$ cat src/rtl/tmo_sweep_pkg.sv
package tmo_sweep_pkg;

  typedef enum logic [2:0] {
    ST_IDLE,
    ST_READ,
    ST_WAIT,
    ST_WRITE,
    ST_ADVANCE,
    ST_DONE
  } scanState_t;

  // strobes from control to datapath
  typedef struct packed {
    logic load;
    logic rdReq;
    logic capture;
    logic wrReq;
    logic advance;
    logic endExpired;
    logic endFinished;
  } scanCmd_t;

  // status from datapath to control
  typedef struct packed {
    logic rdZero;
    logic incZero;
    logic cntLast;
  } scanStat_t;

endpackage

$ cat src/rtl/tmo_sweep_ctrl.sv
module tmo_sweep_ctrl
  import tmo_sweep_pkg::*;
(
  input  logic      clk,
  input  logic      rst_n,
  input  logic      start,
  input  scanStat_t stat,
  output scanCmd_t  cmd,
  output logic      busy,
  output logic      done
);

  scanState_t state, nextState;

  always_ff @(posedge clk) begin
    if (!rst_n) state <= ST_IDLE;
    else        state <= nextState;
  end

  always_comb begin
    nextState = state;
    cmd       = '0;
    unique case (state)
      ST_IDLE: begin
        if (start) begin
          cmd.load  = 1'b1;
          nextState = ST_READ;
        end
      end
      ST_READ: begin
        cmd.rdReq = 1'b1;
        nextState = ST_WAIT;
      end
      ST_WAIT: begin
        cmd.capture = 1'b1;
        nextState   = stat.rdZero ? ST_ADVANCE : ST_WRITE;
      end
      ST_WRITE: begin
        cmd.wrReq = 1'b1;
        if (stat.incZero) begin
          cmd.endExpired = 1'b1;
          nextState      = ST_DONE;
        end else begin
          nextState = ST_ADVANCE;
        end
      end
      ST_ADVANCE: begin
        cmd.advance = 1'b1;
        if (stat.cntLast) begin
          cmd.endFinished = 1'b1;
          nextState       = ST_DONE;
        end else begin
          nextState = ST_READ;
        end
      end
      ST_DONE:  nextState = ST_IDLE;
      default:  nextState = ST_IDLE;
    endcase
  end

  assign busy = (state != ST_IDLE);
  assign done = (state == ST_DONE);

  // the end pulse lasts one cycle
  assert_done_pulse_R10: assert property (@(posedge clk) disable iff (!rst_n)
    done |=> !done);

  // busy covers the done cycle
  assert_busy_through_done_R1: assert property (@(posedge clk) disable iff (!rst_n)
    done |-> busy);

  // no reload while a walk is running
  assert_start_ignored_R9: assert property (@(posedge clk) disable iff (!rst_n)
    (busy && start) |=> !$past(cmd.load));

endmodule

$ cat src/rtl/tmo_sweep_dp.sv
module tmo_sweep_dp
  import tmo_sweep_pkg::*;
#(
  parameter int WORD_W = 16,
  parameter int STRIDE = 15
) (
  input  logic              clk,
  input  logic              rst_n,
  input  scanCmd_t          cmd,
  input  logic [WORD_W-1:0] startPtr,
  input  logic [WORD_W-1:0] startCnt,
  input  logic [WORD_W-1:0] memRdata,
  output scanStat_t         stat,
  output logic              memEn,
  output logic              memWe,
  output logic [WORD_W-1:0] memAddr,
  output logic [WORD_W-1:0] memWdata,
  output logic [WORD_W-1:0] ptrOut,
  output logic [WORD_W-1:0] cntOut,
  output logic              skipOut
);

  localparam logic [WORD_W-1:0] STEP = WORD_W'(STRIDE);
  localparam logic [WORD_W-1:0] ONE  = WORD_W'(1);

  logic [WORD_W-1:0] ptrQ, cntQ, incQ;
  logic              skipQ;

  always_ff @(posedge clk) begin
    if (!rst_n) begin
      ptrQ  <= '0;
      cntQ  <= '0;
      incQ  <= '0;
      skipQ <= 1'b0;
    end else begin
      if (cmd.load) begin
        ptrQ <= startPtr;
        cntQ <= startCnt;
      end
      if (cmd.capture)     incQ  <= memRdata + ONE;
      if (cmd.advance) begin
        ptrQ <= ptrQ + STEP;
        cntQ <= cntQ - ONE;
      end
      if (cmd.endExpired)  skipQ <= 1'b0;
      if (cmd.endFinished) skipQ <= 1'b1;
    end
  end

  always_comb begin
    memEn    = cmd.rdReq | cmd.wrReq;
    memWe    = cmd.wrReq;
    memAddr  = ptrQ;
    memWdata = incQ;
    stat.rdZero  = (memRdata == '0);
    stat.incZero = (incQ == '0);
    stat.cntLast = (cntQ == ONE);
  end

  assign ptrOut  = ptrQ;
  assign cntOut  = cntQ;
  assign skipOut = skipQ;

  // an idle word (incremented to one) is never written
  assert_idle_not_written_R3: assert property (@(posedge clk) disable iff (!rst_n)
    memWe |-> (memWdata != ONE));

  // a write goes to the address read two cycles earlier
  assert_write_same_addr_R4: assert property (@(posedge clk) disable iff (!rst_n)
    memWe |-> ($past(memEn, 2) && !$past(memWe, 2) && $past(memAddr, 2) == memAddr));

  // advance moves the pointer by the stride and the count by one
  assert_advance_step_R6: assert property (@(posedge clk) disable iff (!rst_n)
    cmd.advance |=> (ptrQ == $past(ptrQ) + STEP) && (cntQ == $past(cntQ) - ONE));

endmodule

$ cat src/rtl/tmo_sweep.sv
module tmo_sweep
  import tmo_sweep_pkg::*;
#(
  parameter int WORD_W = 16,
  parameter int STRIDE = 15
) (
  input  logic              clk,
  input  logic              rst_n,
  input  logic              start,
  input  logic [WORD_W-1:0] startPtr,
  input  logic [WORD_W-1:0] startCnt,
  output logic              busy,
  output logic              done,
  output logic              resultSkip,
  output logic [WORD_W-1:0] ptrOut,
  output logic [WORD_W-1:0] cntOut,
  output logic              memEn,
  output logic              memWe,
  output logic [WORD_W-1:0] memAddr,
  output logic [WORD_W-1:0] memWdata,
  input  logic [WORD_W-1:0] memRdata
);

  scanCmd_t  cmd;
  scanStat_t stat;

  tmo_sweep_ctrl u_ctrl (
    .clk   (clk),
    .rst_n (rst_n),
    .start (start),
    .stat  (stat),
    .cmd   (cmd),
    .busy  (busy),
    .done  (done)
  );

  tmo_sweep_dp #(.WORD_W(WORD_W), .STRIDE(STRIDE)) u_dp (
    .clk      (clk),
    .rst_n    (rst_n),
    .cmd      (cmd),
    .startPtr (startPtr),
    .startCnt (startCnt),
    .memRdata (memRdata),
    .stat     (stat),
    .memEn    (memEn),
    .memWe    (memWe),
    .memAddr  (memAddr),
    .memWdata (memWdata),
    .ptrOut   (ptrOut),
    .cntOut   (cntOut),
    .skipOut  (resultSkip)
  );

  // the end code agrees with how the walk ended
  assert_end_code_R5_R7: assert property (@(posedge clk) disable iff (!rst_n)
    done |-> (resultSkip ? (cntOut == '0)
                         : ($past(memWe) && ($past(memWdata) == '0))));

endmodule

$ cat config.mk
export PLATFORM = sky130hd
export DESIGN_NAME = tmo_sweep
export DESIGN_NICKNAME = d
export VERILOG_FILES = /design/src/rtl/tmo_sweep_pkg.sv /design/src/rtl/tmo_sweep_ctrl.sv /design/src/rtl/tmo_sweep_dp.sv /design/src/rtl/tmo_sweep.sv
export SDC_FILE = /design/constraint.sdc
export NUM_CORES = 1
export LEC_CHECK = 0
export ABC_AREA = 1
export BUFFER_PORTS_ARGS = -buffer_cell sky130_fd_sc_hd__buf_4
export CORE_ASPECT_RATIO = 1.75
export CORE_MARGIN = 1.5
export CORE_UTILIZATION = 55
export DETAILED_ROUTE_END_ITERATION = 8
export PLACE_DENSITY = 0.86
export SKIP_CTS_REPAIR_TIMING = 1
export SLEW_MARGIN = 20
export SYNTH_ARGS = -nofsm -noshare
export SYNTH_HDL_FRONTEND = slang
export SYNTH_SLANG_ARGS = --single-unit
$ cat constraint.sdc
create_clock -name clk -period 2.99 [get_ports clk]
set_clock_uncertainty 0.05 [all_clocks]
set_input_delay 0 -clock clk [delete_from_list [all_inputs] [get_ports clk]]
set_output_delay 0 -clock clk [all_outputs]
set_load 0.005 [all_outputs]
==> run metrics, run 1 <==
mean number of vias per cell 5.42; # setup viols final 0; most used flip-flop cell after synthesis dfxtp_1; final instance area 4700 µm²; Antenna Nets Post-Route 0; unrepaired setup endpoints after global routing false; share of cells above drive strength 1 0.228; Leakage 0.00224 µW; number of buffers created by CTS 5; dpl cell area 4350 µm²; height of the die 110 µm; initial antenna violation count 0; CTS Root Cell clkbuf_8; pwr dens 661 nW/µm²; final std cells w/o fill 772; number of synthesized register bits 52; drc violations 0; hold slack -0.0464 ns; pre-CTS setup slack 1.03 ns; Commonest cells post-synth 140 x nand2_1, 77 x nor2_1, 65 x inv_1; register area share after synthesis 0.290; GRT met2 Usage 0.588; CP max-delay cell dlygate4sd3_1; htree depth 2; Max clock buf depth 2; Pins Over Slew Limit 0; pin count of the biggest net entering global routing 34; Worst-Margin Slew 0.662 ns; status complete, but fails checks; synthesized instance count 567; largest stage delay on the critical path 0.56 ns; Total Routed Length 11,000 µm; placed cell count 738; multi-input logic area 2010 µm²; clock sinks 52; setup ws final 0.418 ns; WP data required 3.21 ns; Peak Freq 389 MHz; number of diodes 0; FFs w/ async S/R, synth 0; CP max FO 30; Tmin final 2.57 ns; TritonRoute pass-1 iters 5; post-synth top area share 0.290; met3 Use GR 0.0491; DP Wirelength 7970 µm; most frequent cell after synthesis nand2_1; Worst setup EP type register; Hold Vio Cnt, Final 5; Register Area 1040 µm²; first-pass GRT wire length 17,200 µm; most used routing layer in global routing met2; CP startpoint kind register; Hold WC Path Type input pin to register; CTS clock-pin slew for the worst setup and hold paths 0.10 ns; Mapped Area 3580 µm²; Skew-Pair Late Insertion Delay 0.32 ns; Site Rows 38; Initial Util 0.576; Syn Nets 623; total grt overflow 0; setup TNS 0 ns; number of flops mapped to enable cells by yosys 0; Synth area leader dfxtp_1; DR iter-0 viols 200; vias in the first global route 4,001; critical path's most frequent cell nand2_1; Synth-to-Final Area Change 31.2%; Port Buffers 119; synth top area cells dfxtp_1 29%, nand2_1 15%, nor2_1 8.1%, nand3_1 7.0%, inv_1 6.8%; max-cap violations 0; GPL Wtd Cong 0.877; post-DR wirelength/cell 14.3 µm; Tcrit/Tclk final 0.860; Total Die Area 7030 µm²; Syn Area/Cell 6.32 µm²; Cell Chain, Critical Path inv_4 > nor2_4 > nand3_1 > nor2_1 > nand2_1 > o211ai_1 > nand2_1 > dlygate4sd3_1 > inv_1; WP buf/inv 3; Total GRT Usage 0.308; VDD IR-drop max 515 µV; Crit path max-delay family simple AND/OR/NAND/NOR gates; Yosys warning count 0; Layout Nets 747; I/O pin count 120; grt met1 use 0.305; Slew HR 0.557; failing checks negative hold slack; Core Box Area 6230 µm²; via count 4,187; Setup CP Type register to register; Distinct cells, synth 38; CTS tree yes; WP data arrival 2.79 ns; Filler cells 536; Die Wd 64.0 µm
## metrics by stage
step                      hold WS (ns)  total power [µW]  utilization
final                          -0.0464              3110        0.755
after CTS                       -0.173              3060        0.713
after global routing           0.00504              3360        0.755
after floorplan                 0.0394              2100            -
after detailed placement         0.169              2630        0.699
after global placement           0.167              2580        0.699
## tightest hold or removal path: cells and delay by family
kind / cells / cell delay, ns
AO/OA/AOI/OAI: 2 / 0.13
buffers and inverters: 2 / 0.13
AND/OR/NAND/NOR: 1 / 0.04
## report_power, final
part           leakage (µW)  switching (µW)  internal, µW
logic               0.00177             893           700
clock network     0.0000455             236           189
registers          0.000426             220           870
total               0.00224            1350          1760
## cell families (layout without fill, tap and decap cells)
logic type	after synthesis	after routing	share of synthesized area
and+or+nand+nor	314	314	0.393
buffers and inverters	104	229	0.148
AOI/OAI and AO/OA	84	84	0.131
DFF	52	52	0.290
xor gates and xnor gates	8	8	0.0195
adders and majority gates	5	5	0.0175
## layer usage
layer / share of wire / up-vias
met4: 0.045 / 0
met3: 0.057 / 44
li1: - / 2055
met1: 0.36 / 1911
met2: 0.54 / 177
met5: 0 / -
## layout make-up
cell class | instances | share of cell area
well taps | 80 | 0.0213
clock buffers | 8 | 0.0192
flip-flops and latches | 52 | 0.221
repair buffers | 148 | 0.250
multi-input cells | 411 | 0.428
inverters | 73 | 0.0604
## registers in the layout (all words and copies together), names as in the netlist
register,cells
u_dp.skipOut,1
u_dp.cntOut,16
u_dp.memWdata,16
u_ctrl.state,3
u_dp.memAddr,16
## layout by cell type, fill, tap and decap left out, types with 3 or more instances in the layout
| cell | instances |
|---|---|
| a21oi_1 | 29 |
| or2_2 | 4 |
| nor3_1 | 10 |
| inv_2 | 4 |
| nor2_1 | 77 |
| nand3_1 | 50 |
| nand4_1 | 9 |
| dlygate4sd3_1 | 26 |
| a31oi_1 | 12 |
| dfxtp_1 | 52 |
| inv_1 | 65 |
| nor2_2 | 10 |
| o211ai_1 | 7 |
| nand3b_1 | 4 |
| xor2_1 | 7 |
| o21ai_0 | 30 |
| o21ai_1 | 3 |
| clkbuf_8 | 6 |
| ha_1 | 5 |
| nand2_1 | 140 |
| buf_4 | 122 |
## path summary, 6_finish.rpt
check | start | endpoint | slack [ns] | cells past startpoint
setup / recovery | u_ctrl.state[2] | u_dp.memAddr[9] | 0.42 | 9
hold / removal | startCnt[0] | u_dp.cntOut[0] | -0.05 | 5
hold reg to reg | u_dp.skipOut | u_dp.skipOut | 0.45 | 2
setup reg to reg | u_ctrl.state[2] | u_dp.memAddr[9] | 0.42 | 9
Note: power is estimated with default switching activity, not from simulation.
==> run 2, diff against run 1 <==
--- a/config.mk
+++ b/config.mk
@@ -16,4 +16,5 @@
 export SLEW_MARGIN = 20
 export SYNTH_ARGS = -nofsm -noshare
 export SYNTH_HDL_FRONTEND = slang
+export SYNTH_HIERARCHICAL = 1
 export SYNTH_SLANG_ARGS = --single-unit
==> constraint.sdc (replaced) <==
create_clock -name clk -period 3.2 [get_ports clk]
set_clock_uncertainty 0.05 [all_clocks]
set_input_delay 0 -clock clk [delete_from_list [all_inputs] [get_ports clk]]
set_output_delay 0 -clock clk [all_outputs]
set_load 0.005 [all_outputs]
==> run metrics, run 2 <==
status complete, but fails checks; failing checks negative hold slack; Worst-Margin Slew 0.693 ns; TritonRoute pass-1 iters 6; Slew HR 0.537; Hold WC Path Type input pin to register; Tmin final 2.55 ns; Skew-Pair Late Insertion Delay 0.32 ns; CP startpoint kind register; Antenna Nets Post-Route 0; initial antenna violation count 0; Leakage 0.00237 µW; Core Box Area 6280 µm²; synthesized instance count 587; Syn Nets 643; via count 4,267; DP Wirelength 8270 µm; clock sinks 52; vias in the first global route 3,941; Site Rows 38; pin count of the biggest net entering global routing 38; mean number of vias per cell 5.47; Hold Vio Cnt, Final 9; Port Buffers 119; WP data required 3.36 ns; met3 Use GR 0.0558; htree depth 2; height of the die 110 µm; Pins Over Slew Limit 0; most used flip-flop cell after synthesis dfxtp_1; post-DR wirelength/cell 14.4 µm; most common cell after layout, fill and taps aside nand2_1; Tcrit/Tclk final 0.796; unrepaired setup endpoints after global routing false; Total GRT Usage 0.314; Die Wd 64.2 µm; number of buffers created by CTS 5; setup TNS 0 ns; Synth-to-Final Area Change 29.8%; synth top area cells dfxtp_1 29%, nand2_1 16%, inv_1 8.8%, nand3_1 7.5%, nor2_1 7.2%; Mapped Area 3600 µm²; Initial Util 0.574; Distinct cells, synth 40; hold slack -0.0194 ns; number of flops mapped to enable cells by yosys 0; register area share after synthesis 0.289; max-cap violations 0; post-synth top area share 0.289; pwr dens 487 nW/µm²; Total Routed Length 11,300 µm; GRT met2 Usage 0.606; first-pass GRT wire length 17,600 µm; most frequent cells in the layout 154 x nand2_1, 121 x buf_4, 84 x inv_1; Yosys warning count 6; drc violations 0; total grt overflow 0; I/O pin count 120; Synth area leader dfxtp_1; WP data arrival 2.71 ns; Max clock buf depth 2; Worst setup EP type register; CP max FO 18; number of diodes 0; Commonest cells post-synth 154 x nand2_1, 84 x inv_1, 69 x nor2_1; GPL Wtd Cong 0.979; Peak Freq 393 MHz; share of cells above drive strength 1 0.217; most used routing layer in global routing met2; DR iter-0 viols 325; Setup CP Type register to register; Total Die Area 7060 µm²; Syn Area/Cell 6.13 µm²; CTS tree yes; CTS Root Cell clkbuf_8; grt met1 use 0.324; CTS clock-pin slew for the worst setup and hold paths 0.09 ns; Filler cells 553; Layout Nets 755; FFs w/ async S/R, synth 0; # setup viols final 0; most frequent cell after synthesis nand2_1; VDD IR-drop max 464 µV; number of synthesized register bits 52
-- run 2: changes by cell type in the layout (fill, tap and decap cells not counted), moves of 3 or more --
| cell | previous run | this run |
|---|---|---|
| a31oi_1 | 12 | 3 |
| dlygate4sd3_1 | 26 | 18 |
| inv_1 | 65 | 84 |
| nand2_1 | 140 | 154 |
| nand3_1 | 50 | 54 |
| nor2_1 | 77 | 69 |
| nor2_2 | 10 | 4 |
| nor4_1 | 1 | 6 |
| o211ai_1 | 7 | 4 |
| or2_2 | 4 | 1 |
-- run 2: through the flow --
step	power (µW)	setup slack [ns]	util	cells	area [µm²]
6_report	2270	0.652	0.744	780	4670
5_1_grt	2430	0.486	0.744	780	4670
4_1_cts	2250	1.11	0.716	762	4490
3_5_place_dp	1790	1.15	0.699	754	4380
3_3_place_gp	1760	1.21	0.699	754	4380
2_1_floorplan	1440	1.66	-	587	3600
-- run 2: logic make-up (layout without fill, tap and decap cells) --
kind of cell	count (synthesis)	in the layout	synth area share
and+or+nand+nor	322	322	0.400
buffers and inverters	123	236	0.156
AOI/OAI and AO/OA	78	78	0.120
DFF	52	52	0.289
xor gates and xnor gates	7	7	0.0170
adders and majority gates	5	5	0.0174
-- run 2: final cells by class --
type                            count  area (µm²)  area share
Sequential cell                    52        1040       0.223
Clock buffer                        6        72.6      0.0155
Multi-Input combinational cell    412        2000       0.428
Timing Repair Buffer              139        1090       0.233
Clock inverter                      2        35.0     0.00750
Tap cell                           80         100      0.0214
Inverter                           89         337      0.0720
-- run 2: where the power goes --
group	internal, µW	total (µW)	switching [µW]
clock network	233	455	222
registers	746	875	129
logic	416	944	528
total	1390	2270	879
-- run 2: final timing paths --
check | endpoint | cells after the start | slack [ns] | startpoint
min reg2reg | u_dp/skipOut | 2 | 0.45 | u_dp/skipOut
max reg2reg | u_dp/memAddr[1] | 10 | 0.65 | u_ctrl/state[0]
max | u_dp/memAddr[1] | 10 | 0.65 | u_ctrl/state[0]
min | u_dp/cntOut[10] | 5 | -0.02 | startCnt[10]
-- run 2: worst max-delay path, cell delays in order (launching register included) --
cell,delay [ns]
dfxtp_1,0.39
nor2_4,0.17
nand2_1,0.08
nor2_1,0.41
buf_4,0.26
nor2_8,0.08
inv_2,0.23
o221ai_1,0.15
nand2_1,0.07
dlygate4sd3_1,0.54
inv_1,0.03
-- run 2: layer usage --
metal  up-vias  wire length [µm]
met4         0               386
met5         -                 0
met3        42               706
li1       2074                 -
met1      1934              4020
met2       217              6160
==> run 3, diff against run 2 <==
--- a/config.mk
+++ b/config.mk
@@ -9,9 +9,9 @@
 export BUFFER_PORTS_ARGS = -buffer_cell sky130_fd_sc_hd__buf_4
 export CORE_ASPECT_RATIO = 1.75
 export CORE_MARGIN = 1.5
-export CORE_UTILIZATION = 55
+export CORE_UTILIZATION = 46
 export DETAILED_ROUTE_END_ITERATION = 8
-export PLACE_DENSITY = 0.86
+export PLACE_DENSITY = 0.77
 export SKIP_CTS_REPAIR_TIMING = 1
 export SLEW_MARGIN = 20
 export SYNTH_ARGS = -nofsm -noshare
==> constraint.sdc (replaced) <==
create_clock -name clk -period 2.15 [get_ports clk]
set_clock_uncertainty 0.05 [all_clocks]
set_input_delay 0 -clock clk [delete_from_list [all_inputs] [get_ports clk]]
set_output_delay 0 -clock clk [all_outputs]
set_load 0.005 [all_outputs]
==> run metrics, run 3 (synthesis gave the netlist of run 2 again) <==
status complete, but fails checks; failing checks negative hold slack; setup ws final 0.143 ns; Finished Core Util 0.622; Switch Pwr 1350 µW; via count 4,178; Hold WC Path Type input pin to register; clock power share 0.259; drc violations 0; share of cells above drive strength 1 0.225; Peak Freq 498 MHz; post-DR wirelength/cell 14.3 µm; WP data arrival 2.18 ns; Hold Vio Cnt, Final 5; Tmin final 2.01 ns; Total GRT Usage 0.262; internal power 2280 µW; Die Wd 69.9 µm; Antenna Nets Post-Route 0; mean number of vias per cell 5.32; most used routing layer in global routing met2; placed cell count 766; CTS tree yes; CP max FO 18; pwr dens 771 nW/µm²; Worst-Margin Slew 0.731 ns; Pins Over Slew Limit 0; htree depth 2; # setup viols final 0; grt met1 use 0.270; Gate power share 0.381; Worst setup EP type register; Tcrit/Tclk final 0.933; pre-CTS setup slack 0.287 ns; Total Routed Length 11,200 µm; Initial Util 0.476; number of diodes 0; most common cell after layout, fill and taps aside nand2_1; I/O pin count 120; setup TNS 0 ns; Slew HR 0.508; vias in the first global route 3,872; VDD IR-drop max 661 µV; number of buffers created by CTS 5; DR iter-0 viols 370; Skew-Pair Late Insertion Delay 0.30 ns; initial antenna violation count 0; Switching Share 0.372; TritonRoute pass-1 iters 5; Layout Nets 752; height of the die 120 µm; WP data required 2.32 ns; most frequent cells in the layout 154 x nand2_1, 125 x buf_4, 84 x inv_1; final std cells w/o fill 785; CTS clock-pin slew for the worst setup and hold paths 0.07 ns; DP Wirelength 8520 µm; CTS Root Cell clkbuf_16; max-cap violations 0; met3 Use GR 0.0411; Total Die Area 8390 µm²; Filler cells 747; first-pass GRT wire length 17,800 µm; hold slack -0.0493 ns; total grt overflow 0; GRT met2 Usage 0.494; Leakage 0.00239 µW; GPL Wtd Cong 0.943; Setup CP Type register to register; Synth-to-Final Area Change 30.8%; CP startpoint kind register; unrepaired setup endpoints after global routing false; Site Rows 42; Port Buffers 119; Core Box Area 7570 µm²; clock sinks 52; pin count of the biggest net entering global routing 38; Max clock buf depth 2; register share of total power 0.360
run 3: changes by cell type in the layout (fill, tap and decap cells not counted), sizes merged:
cell,delta
buf,+4
clkbuf,-1
clkinv,+1
dlygate4sd3,-7
run 3: final cells by class:
cell class / count / area, µm² / area share
tap: 88 / 110 / 0.0234
clock buffer: 5 / 125 / 0.0266
multi-input combinational: 412 / 2000 / 0.425
sequential: 52 / 1040 / 0.221
inverter: 89 / 337 / 0.0715
clock inverter: 3 / 47.5 / 0.0101
timing repair buffer: 136 / 1050 / 0.223
run 3: path summary, 6_finish.rpt:
check,slack (ns),endpoint,from,cells after the start
setup / recovery,0.14,u_dp/cntOut[6],u_ctrl/state[1],9
hold / removal,-0.05,u_dp/cntOut[5],startCnt[5],3
setup reg to reg,0.14,u_dp/cntOut[6],u_ctrl/state[1],9
hold reg to reg,0.47,u_dp/skipOut,u_dp/skipOut,2
run 3: worst max-delay path, stage by stage, from the launching register on:
cell and delay (ns):
dfxtp_1 0.49, nor2_4 0.07, nand2_1 0.07, inv_1 0.10, buf_4 0.22, nor2_8 0.26
inv_2 0.19, o21ai_0 0.24, inv_1 0.07, a21oi_1 0.15
run 3: per-layer routing:
metal | vias to the layer above | part of all wire
met5 | - | 0
met3 | 32 | 0.054
li1 | 2072 | -
met1 | 1923 | 0.36
met4 | 0 | 0.040
met2 | 151 | 0.54
run 3: power groups by stage:
stage	Sequential [µW]	Combinational, µW	Clock, µW
5_1_grt	1330	1540	996
6_report	1310	1380	940
2_1_floorplan	1290	858	0
4_1_cts	1310	1360	957
3_5_place_dp	1330	1360	0
3_3_place_gp	1320	1330	0
run 3: through the flow:
step | power [µW] | cell area [µm²]
2_1_floorplan | 2140 | 3600
3_3_place_gp | 2650 | 4420
3_5_place_dp | 2680 | 4420
4_1_cts | 3620 | 4600
5_1_grt | 3870 | 4710
6_report | 3630 | 4710
